==> config.mk <==
export PLATFORM = sky130hd
export DESIGN_NAME = txg_gate
export DESIGN_NICKNAME = d
export VERILOG_FILES = /design/src/rtl/txg_pkg.sv /design/src/rtl/txg_len_check.sv /design/src/rtl/txg_hdr_ref.sv /design/src/rtl/txg_gate.sv
export SDC_FILE = /design/constraint.sdc
export NUM_CORES = 1
export LEC_CHECK = 0
export BUFFER_PORTS_ARGS = -buffer_cell sky130_fd_sc_hd__buf_2
export CAP_MARGIN = 10
export CORE_UTILIZATION = 45
export DETAILED_ROUTE_END_ITERATION = 8
export PLACE_DENSITY = 0.66
export SLEW_MARGIN = 40
export SYNTH_ARGS = -nofsm -noshare
export SYNTH_HDL_FRONTEND = slang
export SYNTH_SLANG_ARGS = --single-unit
==> constraint.sdc <==
create_clock -name clk -period 4.7 [get_ports clk]
set_clock_uncertainty 0.05 [all_clocks]
set_input_delay 0.94 -clock clk [delete_from_list [all_inputs] [get_ports clk]]
set_output_delay 0.94 -clock clk [all_outputs]
set_load 0.02 [all_outputs]
==> src/rtl/txg_pkg.sv <==
package txg_pkg;

    typedef enum logic [1:0] {
        ST_IDLE = 2'd0,
        ST_LEN  = 2'd1,
        ST_HDR  = 2'd2,
        ST_SEND = 2'd3
    } txg_state_e;

    typedef enum logic [1:0] {
        VERDICT_OK    = 2'd0,
        VERDICT_SHORT = 2'd1,
        VERDICT_LONG  = 2'd2,
        VERDICT_HDR   = 2'd3
    } txg_verdict_e;

endpackage

==> src/rtl/txg_len_check.sv <==
module txg_len_check
    import txg_pkg::*;
#(
    parameter int CW      = 12,
    parameter int MIN_LEN = 64,
    parameter int MAX_LEN = 1530
) (
    input  logic [CW-1:0] len,
    output txg_verdict_e  verdict
);
    localparam logic [CW-1:0] LO = CW'(MIN_LEN);
    localparam logic [CW-1:0] HI = CW'(MAX_LEN);

    always_comb begin
        if (len < LO)      verdict = VERDICT_SHORT;
        else if (len > HI) verdict = VERDICT_LONG;
        else               verdict = VERDICT_OK;
    end
endmodule

==> src/rtl/txg_hdr_ref.sv <==
module txg_hdr_ref #(
    parameter int         AW       = 11,
    parameter int         HDR_LEN  = 8,
    parameter logic [7:0] FILL_VAL = 8'h55,
    parameter logic [7:0] SFD_VAL  = 8'hD5
) (
    input  logic [AW-1:0] idx,
    output logic [7:0]    expect_byte
);
    localparam logic [AW-1:0] SFD_IDX = AW'(HDR_LEN - 1);

    always_comb begin
        expect_byte = (idx == SFD_IDX) ? SFD_VAL : FILL_VAL;
    end
endmodule

==> src/rtl/txg_gate.sv <==
module txg_gate
    import txg_pkg::*;
#(
    parameter int BUF_BYTES = 2048,
    parameter int MIN_LEN   = 64,
    parameter int MAX_LEN   = 1530,
    parameter int HDR_LEN   = 8,
    parameter int TRL_LEN   = 4,
    localparam int AW       = $clog2(BUF_BYTES),
    localparam int CW       = AW + 1
) (
    input  logic          clk,
    input  logic          rst_n,
    input  logic          cnt_wr,
    input  logic [CW-1:0] cnt_wdata,
    output logic [CW-1:0] cnt_q,
    output logic          busy,
    output logic [1:0]    err_code,
    output logic          tx_irq,
    output logic [AW-1:0] buf_addr,
    input  logic [7:0]    buf_rdata,
    output logic          out_valid,
    output logic [7:0]    out_data,
    output logic          out_last
);
    localparam logic [AW-1:0] HDR_END   = AW'(HDR_LEN - 1);
    localparam logic [AW-1:0] BODY_BASE = AW'(HDR_LEN);
    localparam logic [CW-1:0] TAIL_OFF  = CW'(TRL_LEN + 1);

    typedef struct packed {
        txg_state_e   state;
        logic [CW-1:0] cnt;
        txg_verdict_e err;
        logic [AW-1:0] addr;
        logic          iss;
        logic [AW-1:0] pend_a;
        logic          pend_v;
        logic          bad;
        logic          irq;
        logic          out_v;
        logic [7:0]    out_d;
        logic          out_l;
    } txg_regs_t;

    txg_regs_t    r_q, r_d;
    txg_verdict_e len_verdict;
    logic [7:0]   hdr_expect;
    logic [CW-1:0] last_idx;
    logic          hdr_mism;

    txg_len_check #(.CW(CW), .MIN_LEN(MIN_LEN), .MAX_LEN(MAX_LEN)) u_len (
        .len     (r_q.cnt),
        .verdict (len_verdict)
    );

    txg_hdr_ref #(.AW(AW), .HDR_LEN(HDR_LEN)) u_hdr (
        .idx         (r_q.pend_a),
        .expect_byte (hdr_expect)
    );

    assign last_idx = r_q.cnt - TAIL_OFF;
    assign hdr_mism = (buf_rdata != hdr_expect);

    always_comb begin
        r_d        = r_q;
        r_d.irq    = 1'b0;
        r_d.out_v  = 1'b0;
        r_d.out_l  = 1'b0;
        r_d.pend_v = r_q.iss;
        r_d.pend_a = r_q.addr;
        unique case (r_q.state)
            ST_IDLE: begin
                if (cnt_wr) begin
                    r_d.cnt = cnt_wdata;
                    if (cnt_wdata != '0) r_d.state = ST_LEN;
                end
            end
            ST_LEN: begin
                if (len_verdict != VERDICT_OK) begin
                    r_d.state = ST_IDLE;
                    r_d.irq   = 1'b1;
                    r_d.err   = len_verdict;
                end else begin
                    r_d.state = ST_HDR;
                    r_d.addr  = '0;
                    r_d.iss   = 1'b1;
                    r_d.bad   = 1'b0;
                end
            end
            ST_HDR: begin
                if (r_q.iss) begin
                    if (r_q.addr == HDR_END) r_d.iss  = 1'b0;
                    else                     r_d.addr = r_q.addr + AW'(1);
                end
                if (r_q.pend_v) begin
                    r_d.bad = r_q.bad | hdr_mism;
                    if (r_q.pend_a == HDR_END) begin
                        if (r_q.bad | hdr_mism) begin
                            r_d.state = ST_IDLE;
                            r_d.irq   = 1'b1;
                            r_d.err   = VERDICT_HDR;
                        end else begin
                            r_d.state = ST_SEND;
                            r_d.addr  = BODY_BASE;
                            r_d.iss   = 1'b1;
                        end
                    end
                end
            end
            ST_SEND: begin
                if (r_q.iss) begin
                    if ({1'b0, r_q.addr} == last_idx) r_d.iss  = 1'b0;
                    else                             r_d.addr = r_q.addr + AW'(1);
                end
                if (r_q.pend_v) begin
                    r_d.out_v = 1'b1;
                    r_d.out_d = buf_rdata;
                    if ({1'b0, r_q.pend_a} == last_idx) begin
                        r_d.out_l = 1'b1;
                        r_d.state = ST_IDLE;
                        r_d.irq   = 1'b1;
                        r_d.cnt   = '0;
                        r_d.err   = VERDICT_OK;
                    end
                end
            end
            default: r_d.state = ST_IDLE;
        endcase
    end

    always_ff @(posedge clk) begin
        if (!rst_n) begin
            r_q <= '{state: ST_IDLE, err: VERDICT_OK, default: '0};
        end else begin
            r_q <= r_d;
        end
    end

    assign cnt_q     = r_q.cnt;
    assign busy      = (r_q.state != ST_IDLE);
    assign err_code  = r_q.err;
    assign tx_irq    = r_q.irq;
    assign buf_addr  = r_q.addr;
    assign out_valid = r_q.out_v;
    assign out_data  = r_q.out_d;
    assign out_last  = r_q.out_l;
endmodule

==> summary.txt, run 1 <==
Timing
  • Count of final max-slew check failures: 0
  • Max Clk Rate: 0.309 GHz
  • Final period utilization: 0.688
  • Final hold violation count: 0
  • Max-slew headroom: 0.500
  • Setup_tns: 0 ps
  • RSZ-0062 raised after global routing: false
  • Slew @ Worst Pin: 747 ps
  • Final setup violation count: 0
  • Final min period: 3230 ps

Critical path
  • Worst Setup End Kind: register
  • Type of origin of the critical path: register
  • Reg-to-reg slack, setup: 1470 ps
  • RR Endpoint: buf_addr[8]
  • Required @ worst endpoint: 4840 ps
  • CP startpoint: cnt_q[3]
  • Setup crit end: buf_addr[8]
  • Worst R2R Path Depth: 8
  • Worst r2r src: cnt_q[3]
  • Worst endpoint data arrival time: 3380 ps
  • Kind of critical path: reg2reg
  • Maximum fanout along the worst path: 13

GRT
  • First-pass GRT wire length: 12500 microns
  • Vias in the first global route: 2512
  • GRT Residual Overflow: 0
  • Largest net degree at the start of global routing: 23
  • GRT Overall Usage: 0.213
  • Initial antenna violation count: 0

Clock tree
  • Worst-Skew Late Latency: 300 ps
  • CTS Hold Buffers Added: 0
  • CTS Buffer Depth: 2
  • Post-CTS setup buffer count: 0
  • Clock slew at reported path FFs: 100 ps
  • H-tree levels: 2
  • Clock sink total: 52
  • CTS Buf Count: 5
  • Root Driver: clkbuf_8
  • CTS tree: built
  • Post-CTS Resized: 0

Drt
  • Wirelength, routed: 7600 microns
  • DRC viols: 0
  • DR vias: 2723
  • Post-route ant nets: 0
  • Wire per inst: 15.6 microns
  • DRT Pass-1 Iters: 5
  • Vias per cell: 5.58
  • Initial drt markers: 227

Placed design
  • Routability cong.: 0.832
  • Post-DP HPWL: 5810 microns
  • Port Buffers: 59

Yosys
  • Count leader, synth: dfxtp_1
  • Synth unique cells: 58
  • Gate Count Post-Synth: 375
  • Post-synth top cells: dfxtp_1 (52), buf_4 (33), nand2_1 (33)
  • YS warnings: 0
  • Synth area leader: dfxtp_1
  • Post-Syn Nets: 400
  • Primary FF master, synth: dfxtp_1
  • Post-synth EDFFs: 0
  • Synth async-reset ratio: 0
  • Sequential cell area fraction in the yosys report: 0.325
  • Synth top area cells: dfxtp_1 (32%), buf_4 (7.7%), xnor2_1 (4.4%)
  • Mean Syn Cell Area: 8.55 sq um
  • Netlist Area Pre-Place: 0.00321 sq mm
  • Flops & latches, synth: 52
  • Yosys top cell area share: 0.325

Power and ir drop
  • Power Density: 430 mW/mm^2
  • Clk pwr share: 0.185
  • Int Pwr: 0.870 mW
  • Switching power: 0.591 mW
  • Switching share of power: 0.405
  • Pleak: 1.38 nW
  • Reg power frac: 0.393
  • Comb pwr share: 0.421
  • Max IR drop VDD: 0.000138 V

Die
  • IO Pins: 60
  • Die Y: 86.4 microns
  • Die extent in x: 86.4 microns
  • Die area: 0.00747 sq mm
  • Core area: 0.00683 sq mm
  • Initial Util: 0.469
  • Cell row count: 30

Final layout
  • Fillers: 688
  • Sequential cell area: 0.00104 sq mm
  • Post-layout util: 0.498
  • Multi-input gate area: 0.00179 sq mm
  • P&R area growth vs syn: 6.05%
  • Share of layout cells above drive strength 1: 0.212
  • ANT cells: 0
  • Nets: 416

Worst hold path
  • Hold Crit Class: reg2reg
  • Hold path depth: 2

Flow run
  • Max-capacitance violation count: 0

Status
  • Status: finished clean
-- critical path: stages (launching register included) --
cell and delay (ps):
dfxtp_1 430, or4_4 640, nor3_1 390, xnor2_1 160
o2111ai_1 180, a2111oi_4 580, buf_4 260, or4_1 320
o31ai_2 110
-- final cells by class --
type	instances	area share
inverter	14	0.0155
clock inverter	1	0.00221
tap	96	0.0353
multi-input combinational	257	0.525
clock buffer	7	0.0254
sequential	52	0.306
timing repair buffer	61	0.0905
-- registers in the layout, summed over array words and instances, names as in the netlist --
| signal | cells |
|---|---|
| r_d | 1 |
| cnt_q | 12 |
| tx_irq | 1 |
| err_code | 2 |
| r_q | 15 |
| out_data | 8 |
| out_last | 1 |
| buf_addr | 11 |
| out_valid | 1 |
-- kinds of logic after synthesis --
family                   count (synthesis)  share of synthesized area
XOR/XNOR                                26                     0.0929
buffers and inverters                   66                      0.120
AO/OA/AOI/OAI                           84                      0.196
flip-flops                              52                      0.325
adder cells (fa/ha/maj)                  2                    0.00780
AND/OR/NAND/NOR                        143                      0.253
multiplexers                             2                    0.00624
-- worst min-delay path by stage --
stage / startpoint / slack [ps] / endpoint
after floorplan: out_data[0] / 390 / out_data[0]
after global placement: out_data[3] / 390 / out_data[3]
after detailed placement: out_data[3] / 390 / out_data[3]
after CTS: out_data[3] / 410 / out_data[3]
after global routing: out_data[3] / 430 / out_data[3]
final: out_data[1] / 410 / out_data[1]
-- layout by cell type (no fill, tap or decap), types with 5 or more instances in the layout --
cell type | netlist | routed
a21oi_1 | 17 | 16
a22o_1 | 12 | 12
and2_1 | 14 | 14
and3_1 | 8 | 8
buf_2 | 4 | 60
clkbuf_8 | 0 | 6
dfxtp_1 | 52 | 52
inv_1 | 14 | 14
nand2_1 | 33 | 33
nand3_1 | 8 | 8
nand4_1 | 5 | 5
nor2_1 | 27 | 27
nor3_1 | 8 | 8
o21a_1 | 6 | 6
o21ai_0 | 10 | 10
o31ai_1 | 10 | 10
or3_1 | 7 | 7
or4_1 | 5 | 5
xnor2_1 | 16 | 16
xor2_1 | 5 | 5
-- power groups by stage --
| stage | registers [mW] | clock network [mW] | logic, mW |
|---|---|---|---|
| global placement | 0.583 | 0 | 0.607 |
| finish | 0.575 | 0.271 | 0.616 |
| global route | 0.588 | 0.297 | 0.682 |
| CTS | 0.574 | 0.277 | 0.615 |
| detailed placement | 0.584 | 0 | 0.610 |
| floorplan | 0.530 | 0 | 0.564 |
-- metal layers --
| metal | vias to the layer above | track usage | routed length (microns) |
|---|---|---|---|
| met5 | - | 0 | 0 |
| met4 | 0 | 0.0409 | 22 |
| met3 | 2 | 0.0362 | 379 |
| met2 | 66 | 0.350 | 3480 |
| met1 | 1293 | 0.296 | 3720 |
| li1 | 1362 | - | - |
-- metrics by stage --
stage / setup slack [ps] / hold slack, ps / total power, mW / instances / cell area (sq um)
after floorplan: 1870 / 387 / 1.09 / 375 / 3210
after global placement: 1400 / 390 / 1.19 / 479 / 3300
after detailed placement: 1430 / 395 / 1.19 / 480 / 3310
after CTS: 1450 / 409 / 1.47 / 488 / 3400
after global routing: 1210 / 427 / 1.57 / 488 / 3400
final: 1470 / 406 / 1.46 / 488 / 3400
No activity file was read; power rests on OpenSTA's default activity.
==> run 2: changes to the inputs <==
PLACE_DENSITY = 0.68   (was 0.66)
clock period = 2.7 ns   (was 4.7 ns; I/O delays follow)
==> summary.txt, run 2 (same netlist as run 1, synthesis figures left out) <==
Status
  • Status: finished clean

Clock tree
  • Worst-Skew Late Latency: 310 ps
  • Clock slew at reported path FFs: 100 ps
  • Clock sink total: 52
  • Root Driver: clkbuf_8
  • CTS Buffer Depth: 2
  • H-tree levels: 2
  • CTS Buf Count: 5
  • CTS tree: built

Final layout
  • Layout Cells excl Fill: 524
  • Design Area, Final: 0.00375 sq mm
  • Post-layout util: 0.549
  • Commonest cells after routing, fill and taps aside: buf_2 (59), dfxtp_1 (49), buf_4 (36), nand2_1 (33), nor2_1 (27)
  • Max FFs per register: 15
  • P&R area growth vs syn: 16.9%
  • Share of layout cells above drive strength 1: 0.313
  • Most common cell after layout, fill and taps aside: buf_2
  • ANT cells: 0
  • Nets: 452
  • Reg with most FFs: r_q
  • Fillers: 635

Critical path
  • Worst Setup End Kind: register
  • Worst r2r src: cnt_q[6]
  • Reg-to-reg slack, setup: 30 ps
  • Maximum fanout along the worst path: 12
  • Type of origin of the critical path: register
  • Worst R2R Path Depth: 9
  • RR Endpoint: cnt_q[7]
  • Required @ worst endpoint: 2850 ps
  • Worst endpoint data arrival time: 2820 ps
  • Kind of critical path: reg2reg

Placed design
  • Dpl cell area: 0.00359 sq mm
  • Cell total after placement: 514
  • Routability cong.: 0.865
  • Port Buffers: 59
  • Post-DP HPWL: 6270 microns
  • Pre-CTS WS: -51.5 ps

GRT
  • GRT Residual Overflow: 0
  • Largest net degree at the start of global routing: 22
  • Vias in the first global route: 2563
  • GRT Overall Usage: 0.218
  • Initial antenna violation count: 0
  • First-pass GRT wire length: 12700 microns

Power and ir drop
  • Max IR drop VDD: 0.000217 V
  • Power Density: 742 mW/mm^2
  • Final Power: 2.78 mW
  • Pleak: 1.59 nW

Drt
  • Post-route ant nets: 0
  • Wire per inst: 15.5 microns
  • Initial drt markers: 151
  • DRT Pass-1 Iters: 5
  • Vias per cell: 5.49
  • Wirelength, routed: 8110 microns
  • DRC viols: 0
  • DR vias: 2877

Timing
  • Fin Hold WS: 399 ps
  • RSZ-0062 raised after global routing: true
  • Final WS setup: 28.9 ps
  • Max-slew headroom: 0.599
  • Setup_tns: 0 ps
  • Slew @ Worst Pin: 596 ps
  • Final setup violation count: 0
  • Max Clk Rate: 0.374 GHz
  • Final min period: 2670 ps
  • Final hold violation count: 0
  • Final period utilization: 0.989
  • Count of final max-slew check failures: 0

Worst hold path
  • Worst Hold Endpoint: cnt_q[4]
  • Hold Crit Class: in2reg
  • Hold path start: cnt_wdata[4]
  • Hold path depth: 2

Die
  • Die area: 0.00747 sq mm
  • Cell row count: 30
  • Die extent in x: 86.4 microns
  • Die Y: 86.4 microns
  • IO Pins: 60
  • Initial Util: 0.469
  • Core area: 0.00683 sq mm

Flow run
  • Max-capacitance violation count: 0
-- run 2: cell count changes in the layout (fill, tap and decap cells not counted), moves of 2 or more --
cell,before,now
or4_1,5,3
nor3_2,0,3
dfxtp_2,0,3
nor3_1,8,5
dfxtp_1,52,49
or4_4,2,4
buf_4,1,36
-- run 2: layout make-up --
class	count	area [sq um]	share of cell area
well taps	96	120	0.0320
multi-input cells	257	1850	0.492
clock buffers	5	68.8	0.0184
inverters	14	52.6	0.0140
repair buffers	97	597	0.159
clock inverters	3	21.3	0.00567
flip-flops and latches	52	1040	0.279
-- run 2: metal layers --
| metal | track usage | up-vias | part of all wire |
|---|---|---|---|
| met5 | 0 | - | 0 |
| met4 | 0.0667 | 0 | 0.019 |
| met3 | 0.0352 | 12 | 0.051 |
| met2 | 0.374 | 98 | 0.48 |
| met1 | 0.281 | 1343 | 0.45 |
| li1 | - | 1424 | - |
-- run 2: power breakdown --
group	internal (mW)	switching (mW)	total, mW	leakage, nW
clock network	0.184	0.267	0.452	0.0445
registers	0.846	0.0692	0.915	0.423
logic	0.637	0.778	1.42	1.12
-- run 2: worst max-delay path: stages (launching register included) --
cell and delay [ps]:
dfxtp_1 320, or4_4 620, o31ai_2 290, buf_4 160
nand3_1 60, nor4bb_1 270, and4bb_2 270, a21oi_1 110
buf_12 180, a22o_1 230
-- run 2: worst max path at each step --
stage	from	to	slack (ps)	cells after the start
2_1_floorplan	cnt_q[8]	buf_addr[9]	-10	9
3_5_place_dp	cnt_wdata[10]	err_code[1]	-50	8
4_1_cts	cnt_q[6]	err_code[1]	8	8
6_report	cnt_q[6]	cnt_q[7]	30	9
5_1_grt	cnt_q[6]	cnt_q[7]	-40	9
3_3_place_gp	cnt_wdata[10]	err_code[1]	-7	8
-- run 2: timing repair --
action / in CTS / in global routing
gates resized for setup: 2 / 13
buffers inserted: 0 / 2
endpoints found under the setup margin: 5 / 20
pin swaps: 0 / 2
hold buffers: 0 / 0
